$ cat src/rtl/lam_pkg.sv
package lam_pkg;
  localparam int unsigned VAL_W  = 12;
  localparam int unsigned CH_W   = 3;
  localparam int unsigned WORD_W = 1 + CH_W + VAL_W;

  typedef enum logic [1:0] {
    AL_NONE = 2'd0,
    AL_HIGH = 2'd1,
    AL_LOW  = 2'd2
  } al_state_e;

  function automatic logic over_upper(input logic [VAL_W-1:0] v, input logic [VAL_W-1:0] hi);
    return v > hi;
  endfunction

  function automatic logic under_lower(input logic [VAL_W-1:0] v, input logic [VAL_W-1:0] lo);
    return v < lo;
  endfunction

  // value sits at least n below the upper limit, computed without wrap
  function automatic logic high_released(input logic [VAL_W-1:0] v, input logic [VAL_W-1:0] hi,
                                         input logic [VAL_W-1:0] n);
    return ({1'b0, v} + {1'b0, n}) <= {1'b0, hi};
  endfunction

  // value sits at least n above the lower limit, computed without wrap
  function automatic logic low_released(input logic [VAL_W-1:0] v, input logic [VAL_W-1:0] lo,
                                        input logic [VAL_W-1:0] n);
    return {1'b0, v} >= ({1'b0, lo} + {1'b0, n});
  endfunction

  function automatic logic [WORD_W-1:0] pack_word(input logic flag, input logic [CH_W-1:0] ch,
                                                  input logic [VAL_W-1:0] v);
    return {flag, ch, v};
  endfunction
endpackage

$ cat src/rtl/lam_limit_regs.sv
module lam_limit_regs #(
  parameter int unsigned N_LIM  = 4,
  parameter int unsigned VAL_W  = 12,
  parameter int unsigned ADDR_W = 4,
  parameter int unsigned REG_W  = 16
) (
  input  logic                         clk,
  input  logic                         rst_n,
  input  logic                         wr_en,
  input  logic [ADDR_W-1:0]            wr_addr,
  input  logic [REG_W-1:0]             wr_data,
  input  logic [ADDR_W-1:0]            rd_addr,
  output logic [REG_W-1:0]             rd_data,
  output logic [N_LIM-1:0][VAL_W-1:0]  upper,
  output logic [N_LIM-1:0][VAL_W-1:0]  lower,
  output logic [N_LIM-1:0][VAL_W-1:0]  margin
);
  localparam int unsigned LO_BASE = N_LIM;
  localparam int unsigned HY_BASE = 2 * N_LIM;

  for (genvar g = 0; g < N_LIM; g++) begin : g_reg
    always_ff @(posedge clk) begin
      if (!rst_n) begin
        upper[g]  <= '1;
        lower[g]  <= '0;
        margin[g] <= '0;
      end else if (wr_en) begin
        if (wr_addr == ADDR_W'(g))           upper[g]  <= wr_data[VAL_W-1:0];
        if (wr_addr == ADDR_W'(LO_BASE + g)) lower[g]  <= wr_data[VAL_W-1:0];
        if (wr_addr == ADDR_W'(HY_BASE + g)) margin[g] <= wr_data[VAL_W-1:0];
      end
    end
  end

  always_comb begin
    rd_data = '0;
    for (int i = 0; i < N_LIM; i++) begin
      if (rd_addr == ADDR_W'(i))           rd_data[VAL_W-1:0] = upper[i];
      if (rd_addr == ADDR_W'(LO_BASE + i)) rd_data[VAL_W-1:0] = lower[i];
      if (rd_addr == ADDR_W'(HY_BASE + i)) rd_data[VAL_W-1:0] = margin[i];
    end
  end
endmodule

$ cat src/rtl/lam_chan_fsm.sv
module lam_chan_fsm
  import lam_pkg::*;
#(
  parameter int unsigned VW = 12
) (
  input  logic          clk,
  input  logic          rst_n,
  input  logic          hit,
  input  logic [VW-1:0] val,
  input  logic [VW-1:0] upper,
  input  logic [VW-1:0] lower,
  input  logic [VW-1:0] margin,
  input  logic          clr,
  output logic          alert,
  output logic          nxt_alert,
  output logic          viol,
  output logic          release_ev
);
  al_state_e state_q, state_d;
  logic viol_hi, viol_lo;

  always_comb begin
    viol_hi    = hit && over_upper(val, upper);
    viol_lo    = hit && !viol_hi && under_lower(val, lower);
    release_ev = hit && !viol_hi && !viol_lo &&
                 (((state_q == AL_HIGH) && high_released(val, upper, margin)) ||
                  ((state_q == AL_LOW)  && low_released(val, lower, margin)));
    state_d = state_q;
    if (clr || release_ev) state_d = AL_NONE;
    if (viol_hi)           state_d = AL_HIGH;
    if (viol_lo)           state_d = AL_LOW;
  end

  always_ff @(posedge clk) begin
    if (!rst_n) state_q <= AL_NONE;
    else        state_q <= state_d;
  end

  assign viol      = viol_hi || viol_lo;
  assign alert     = (state_q != AL_NONE);
  assign nxt_alert = (state_d != AL_NONE);
endmodule

$ cat src/rtl/limit_alert_monitor.sv
module limit_alert_monitor
  import lam_pkg::*;
#(
  parameter int unsigned N_LIM    = 4,
  parameter int unsigned ADDR_W   = 4,
  parameter int unsigned REG_W    = 16,
  parameter int unsigned RES_BITS = 12
) (
  input  logic              clk,
  input  logic              rst_n,
  input  logic              res_valid,
  input  logic [CH_W-1:0]   res_chan,
  input  logic [VAL_W-1:0]  res_data,
  input  logic [1:0]        clr_cmd,
  input  logic              cfg_we,
  input  logic [ADDR_W-1:0] cfg_addr,
  input  logic [REG_W-1:0]  cfg_wdata,
  input  logic [ADDR_W-1:0] rd_addr,
  output logic [REG_W-1:0]  rd_data,
  output logic              out_valid,
  output logic [WORD_W-1:0] out_word,
  output logic [N_LIM-1:0]  chan_alert,
  output logic              alert_o
);
  localparam int unsigned DROP = VAL_W - RES_BITS;
  localparam logic [VAL_W-1:0] LSB_MASK = VAL_W'((1 << DROP) - 1);
  localparam logic [1:0] CLR_CODE = 2'b11;

  logic [N_LIM-1:0][VAL_W-1:0] upper, lower, margin;
  logic [VAL_W-1:0] val_m;
  logic             clr_hit;
  logic [N_LIM-1:0] nxt_alert, viol, release_ev;

  assign val_m   = res_data & ~LSB_MASK;
  assign clr_hit = (clr_cmd == CLR_CODE);

  lam_limit_regs #(.N_LIM(N_LIM), .VAL_W(VAL_W), .ADDR_W(ADDR_W), .REG_W(REG_W)) u_regs (
    .clk(clk), .rst_n(rst_n), .wr_en(cfg_we), .wr_addr(cfg_addr), .wr_data(cfg_wdata),
    .rd_addr(rd_addr), .rd_data(rd_data), .upper(upper), .lower(lower), .margin(margin)
  );

  for (genvar c = 0; c < N_LIM; c++) begin : g_ch
    lam_chan_fsm #(.VW(VAL_W)) u_ch (
      .clk(clk), .rst_n(rst_n),
      .hit(res_valid && (res_chan == CH_W'(c))),
      .val(val_m), .upper(upper[c]), .lower(lower[c]), .margin(margin[c]),
      .clr(clr_hit),
      .alert(chan_alert[c]), .nxt_alert(nxt_alert[c]),
      .viol(viol[c]), .release_ev(release_ev[c])
    );
  end

  always_ff @(posedge clk) begin
    if (!rst_n) begin
      out_valid <= 1'b0;
      out_word  <= '0;
      alert_o   <= 1'b0;
    end else begin
      out_valid <= res_valid;
      if (res_valid) out_word <= pack_word(|nxt_alert, res_chan, val_m);
      alert_o <= |chan_alert;
    end
  end
endmodule

$ cat config.mk
export PLATFORM = sky130hd
export DESIGN_NAME = limit_alert_monitor
export DESIGN_NICKNAME = d
export VERILOG_FILES = /design/src/rtl/lam_pkg.sv /design/src/rtl/lam_limit_regs.sv /design/src/rtl/lam_chan_fsm.sv /design/src/rtl/limit_alert_monitor.sv
export SDC_FILE = /design/constraint.sdc
export NUM_CORES = 1
export LEC_CHECK = 0
export BUFFER_PORTS_ARGS = -buffer_cell sky130_fd_sc_hd__buf_2
export CORE_MARGIN = 3
export CORE_UTILIZATION = 55
export DETAILED_ROUTE_END_ITERATION = 12
export GPL_TIMING_DRIVEN = 0
export PLACE_DENSITY = 0.71
export SETUP_SLACK_MARGIN = 0.2
export SLEW_MARGIN = 20
export SYNTH_ARGS = -nofsm -noshare
export SYNTH_HDL_FRONTEND = slang
export SYNTH_HIERARCHICAL = 1
export SYNTH_SLANG_ARGS = --single-unit
$ cat constraint.sdc
create_clock -name clk -period 6.3 [get_ports clk]
set_input_delay 1.26 -clock clk [delete_from_list [all_inputs] [get_ports clk]]
set_output_delay 1.26 -clock clk [all_outputs]
set_load 0.005 [all_outputs]
==> results_dict.tcl <==
set metrics [dict create \
    firstDrtPassIters 9 \
    cp_max_fo 21 \
    rsz0062_at_grt "false" \
    num-nets-final 2592 \
    drc_errors 0 \
    setup_slack_ns 0.742 \
    top_usage_layer "met2" \
    regToRegEndpoint "out_word[15]$_SDFFE_PN0P_" \
    detail_route.wl_per_cell_um 23.9 \
    grt.total_usage_pct 37.4 \
    final_layout_size_suffix_gt1_share_pct 10.4 \
    met1_usage_pct 50.0 \
    cts_sinks 170 \
    die_w_um 183 \
    r2r_setup_slack_ns 1.44 \
    clock-root-buffer "clkbuf_16" \
    core_area_um2 30700 \
    io-pin-count 83 \
    grt_pass1_wl_mm 96.6 \
    numPortBuffers 72 \
    drv_slew 0 \
    met2_usage_pct 59.4 \
    vias 17400 \
    holdPathStages 2 \
    initial_core_util_pct 56.0 \
    antenna_found_initial 2 \
    synthCells 2161 \
    grt_max_degree 22 \
    crit_required_ns 6.62 \
    grt_overflow_total 0 \
    fin_crit_sh_pct 88.2 \
    drt_iter0_markers 2074 \
    grt_pass1_vias 16600 \
    place_ws_ns 0.376 \
    core.rowCount 64 \
    peakVddDrop_mv 0.185 \
    diodes 0 \
    path_clk_slew_ns 0.07 \
    skew_ns 0.0101 \
    finalSetupTns_ns 0 \
    pwr_density_cell_nw_per_um2 157 \
    cts_buffer_depth 2 \
    start_kind "input port" \
    cts_hold_buf 0 \
    drv_cap 0 \
    clk_latency_ns 0.44 \
    antenna_left 0 \
    cp.arrival_ns 5.88 \
    htreeDepth 4 \
    cts_tree "built" \
    critPathCaptureType "flop" \
    numCtsBuffers 17 \
    holdPathEnd "out_word[12]$_SDFFE_PN0P_" \
    max_freq_mhz 180 \
    worstHoldStart "out_word[12]$_SDFFE_PN0P_" \
    drt_wl_total_mm 63.8 \
    worst_slew_pin_slew_ns 1.28 \
    ys_warn_count 6 \
    status "finished clean" \
    hold_viol 0 \
    setup_viol_count_final 0 \
    holdCritPathClass "flop to flop" \
    cts_setup_buffers 0 \
    die_area_um2 33400 \
    viasPerCell 6.52 \
    synth.avg_cell_area_um2 7.95 \
    synth_area_um2 17200 \
    dp_hpwl_mm 48.4 \
    worst_r2r_startpoint "u_regs/lower[36]$_SDFFE_PN0P_" \
    gp_congestion 1.08 \
    rr_worst_depth 20 \
    fin_crit_ns 5.56 \
    syn_to_final_growth_pct 8.67 \
    die_y_um 183 \
    grt_util_met3_pct 6.70 \
    postCtsResizedCells 0 \
    maxSlewHeadroom_pct 14.3 \
    critPathKind "input port to flop" \
    leakage_nw 8.33 \
]
how the worst max path moves through the flow:
stage	slack (ns)	start	endpoint
after floorplan	1.57	res_data[0]	out_word[15]$_SDFFE_PN0P_
after global placement	0.47	res_data[4]	out_word[15]$_SDFFE_PN0P_
after detailed placement	0.38	res_data[1]	out_word[15]$_SDFFE_PN0P_
after CTS	0.81	res_data[1]	out_word[15]$_SDFFE_PN0P_
after global routing	0.50	res_data[0]	out_word[15]$_SDFFE_PN0P_
final	0.74	res_data[1]	out_word[15]$_SDFFE_PN0P_
registers in the layout (all words and copies together) (netlist names):
name               count
alert_o                1
u_regs/lower          48
out_word              16
g_ch.u_ch/state_q      8
u_regs/upper          48
u_regs/margin         48
out_valid              1
placed cells by master (no fill, tap or decap), types with 15 or more instances in the layout:
master,instances
ha_1,284
nand2_1,275
dfxtp_1,170
inv_1,152
nor2_1,123
o21ai_0,114
buf_2,99
a21oi_1,97
a21boi_0,82
nand3_1,71
nor2b_1,56
clkbuf_1,49
nor3_1,43
nand2b_1,39
xnor2_1,38
o21a_1,34
nand4_1,28
a21o_1,27
xor2_1,27
o22ai_1,27
mux2i_1,26
o211ai_1,23
a31oi_1,22
clkbuf_16,17
or3_1,16
mux2_2,15
or4bb_1,15
where the power goes:
group | total [mW] | leakage, nW | internal [mW] | switching [mW]
Combinational | 0.645 | 6.65 | 0.243 | 0.402
Sequential | 1.13 | 1.38 | 1.10 | 0.0311
Clock | 1.15 | 0.305 | 0.649 | 0.502
metal layers:
| metal | up-vias | wire length [µm] |
|---|---|---|
| li1 | 8024 | - |
| met3 | 222 | 6570 |
| met1 | 8153 | 26200 |
| met4 | 2 | 3340 |
| met2 | 957 | 27700 |
| met5 | - | 13 |
metrics by stage:
step / cell area, µm² / hold slack [ns] / total power [mW] / util [%] / std cells
2_1_floorplan: 17200 / 0.455 / 1.54 / - / 2164
3_3_place_gp: 18100 / 0.459 / 1.76 / 58.9 / 2632
3_5_place_dp: 18100 / 0.460 / 1.77 / 58.9 / 2632
4_1_cts: 18700 / 0.472 / 2.90 / 60.9 / 2664
5_1_grt: 18700 / 0.511 / 3.02 / 60.9 / 2664
6_report: 18700 / 0.471 / 2.92 / 60.9 / 2664
critical path, stage by stage:
cell      delay [ns]
buf_2           0.53
ha_1            0.36
a21oi_1         0.22
o211ai_1        0.15
a31oi_1         0.27
nor2b_1         0.08
o21a_1          0.20
o41a_1          0.34
xor2_1          0.16
ha_1            0.29
and3_1          0.20
a221o_1         0.33
o32ai_1         0.21
a32oi_2         0.19
nor4_2          0.34
o311ai_2        0.26
nor4_1          0.37
a21oi_1         0.10
layout make-up:
class                           instances  area (µm²)
Clock buffer                           19         443
Clock inverter                         13         180
Timing Repair Buffer                   72         360
Tap cell                              396         495
Fill cell                            2841       12000
Sequential cell                       170        3400
Buffer                                100         537
Multi-Input combinational cell       1742       12700
Inverter                              152         571
(Power assumes the default switching activity.)
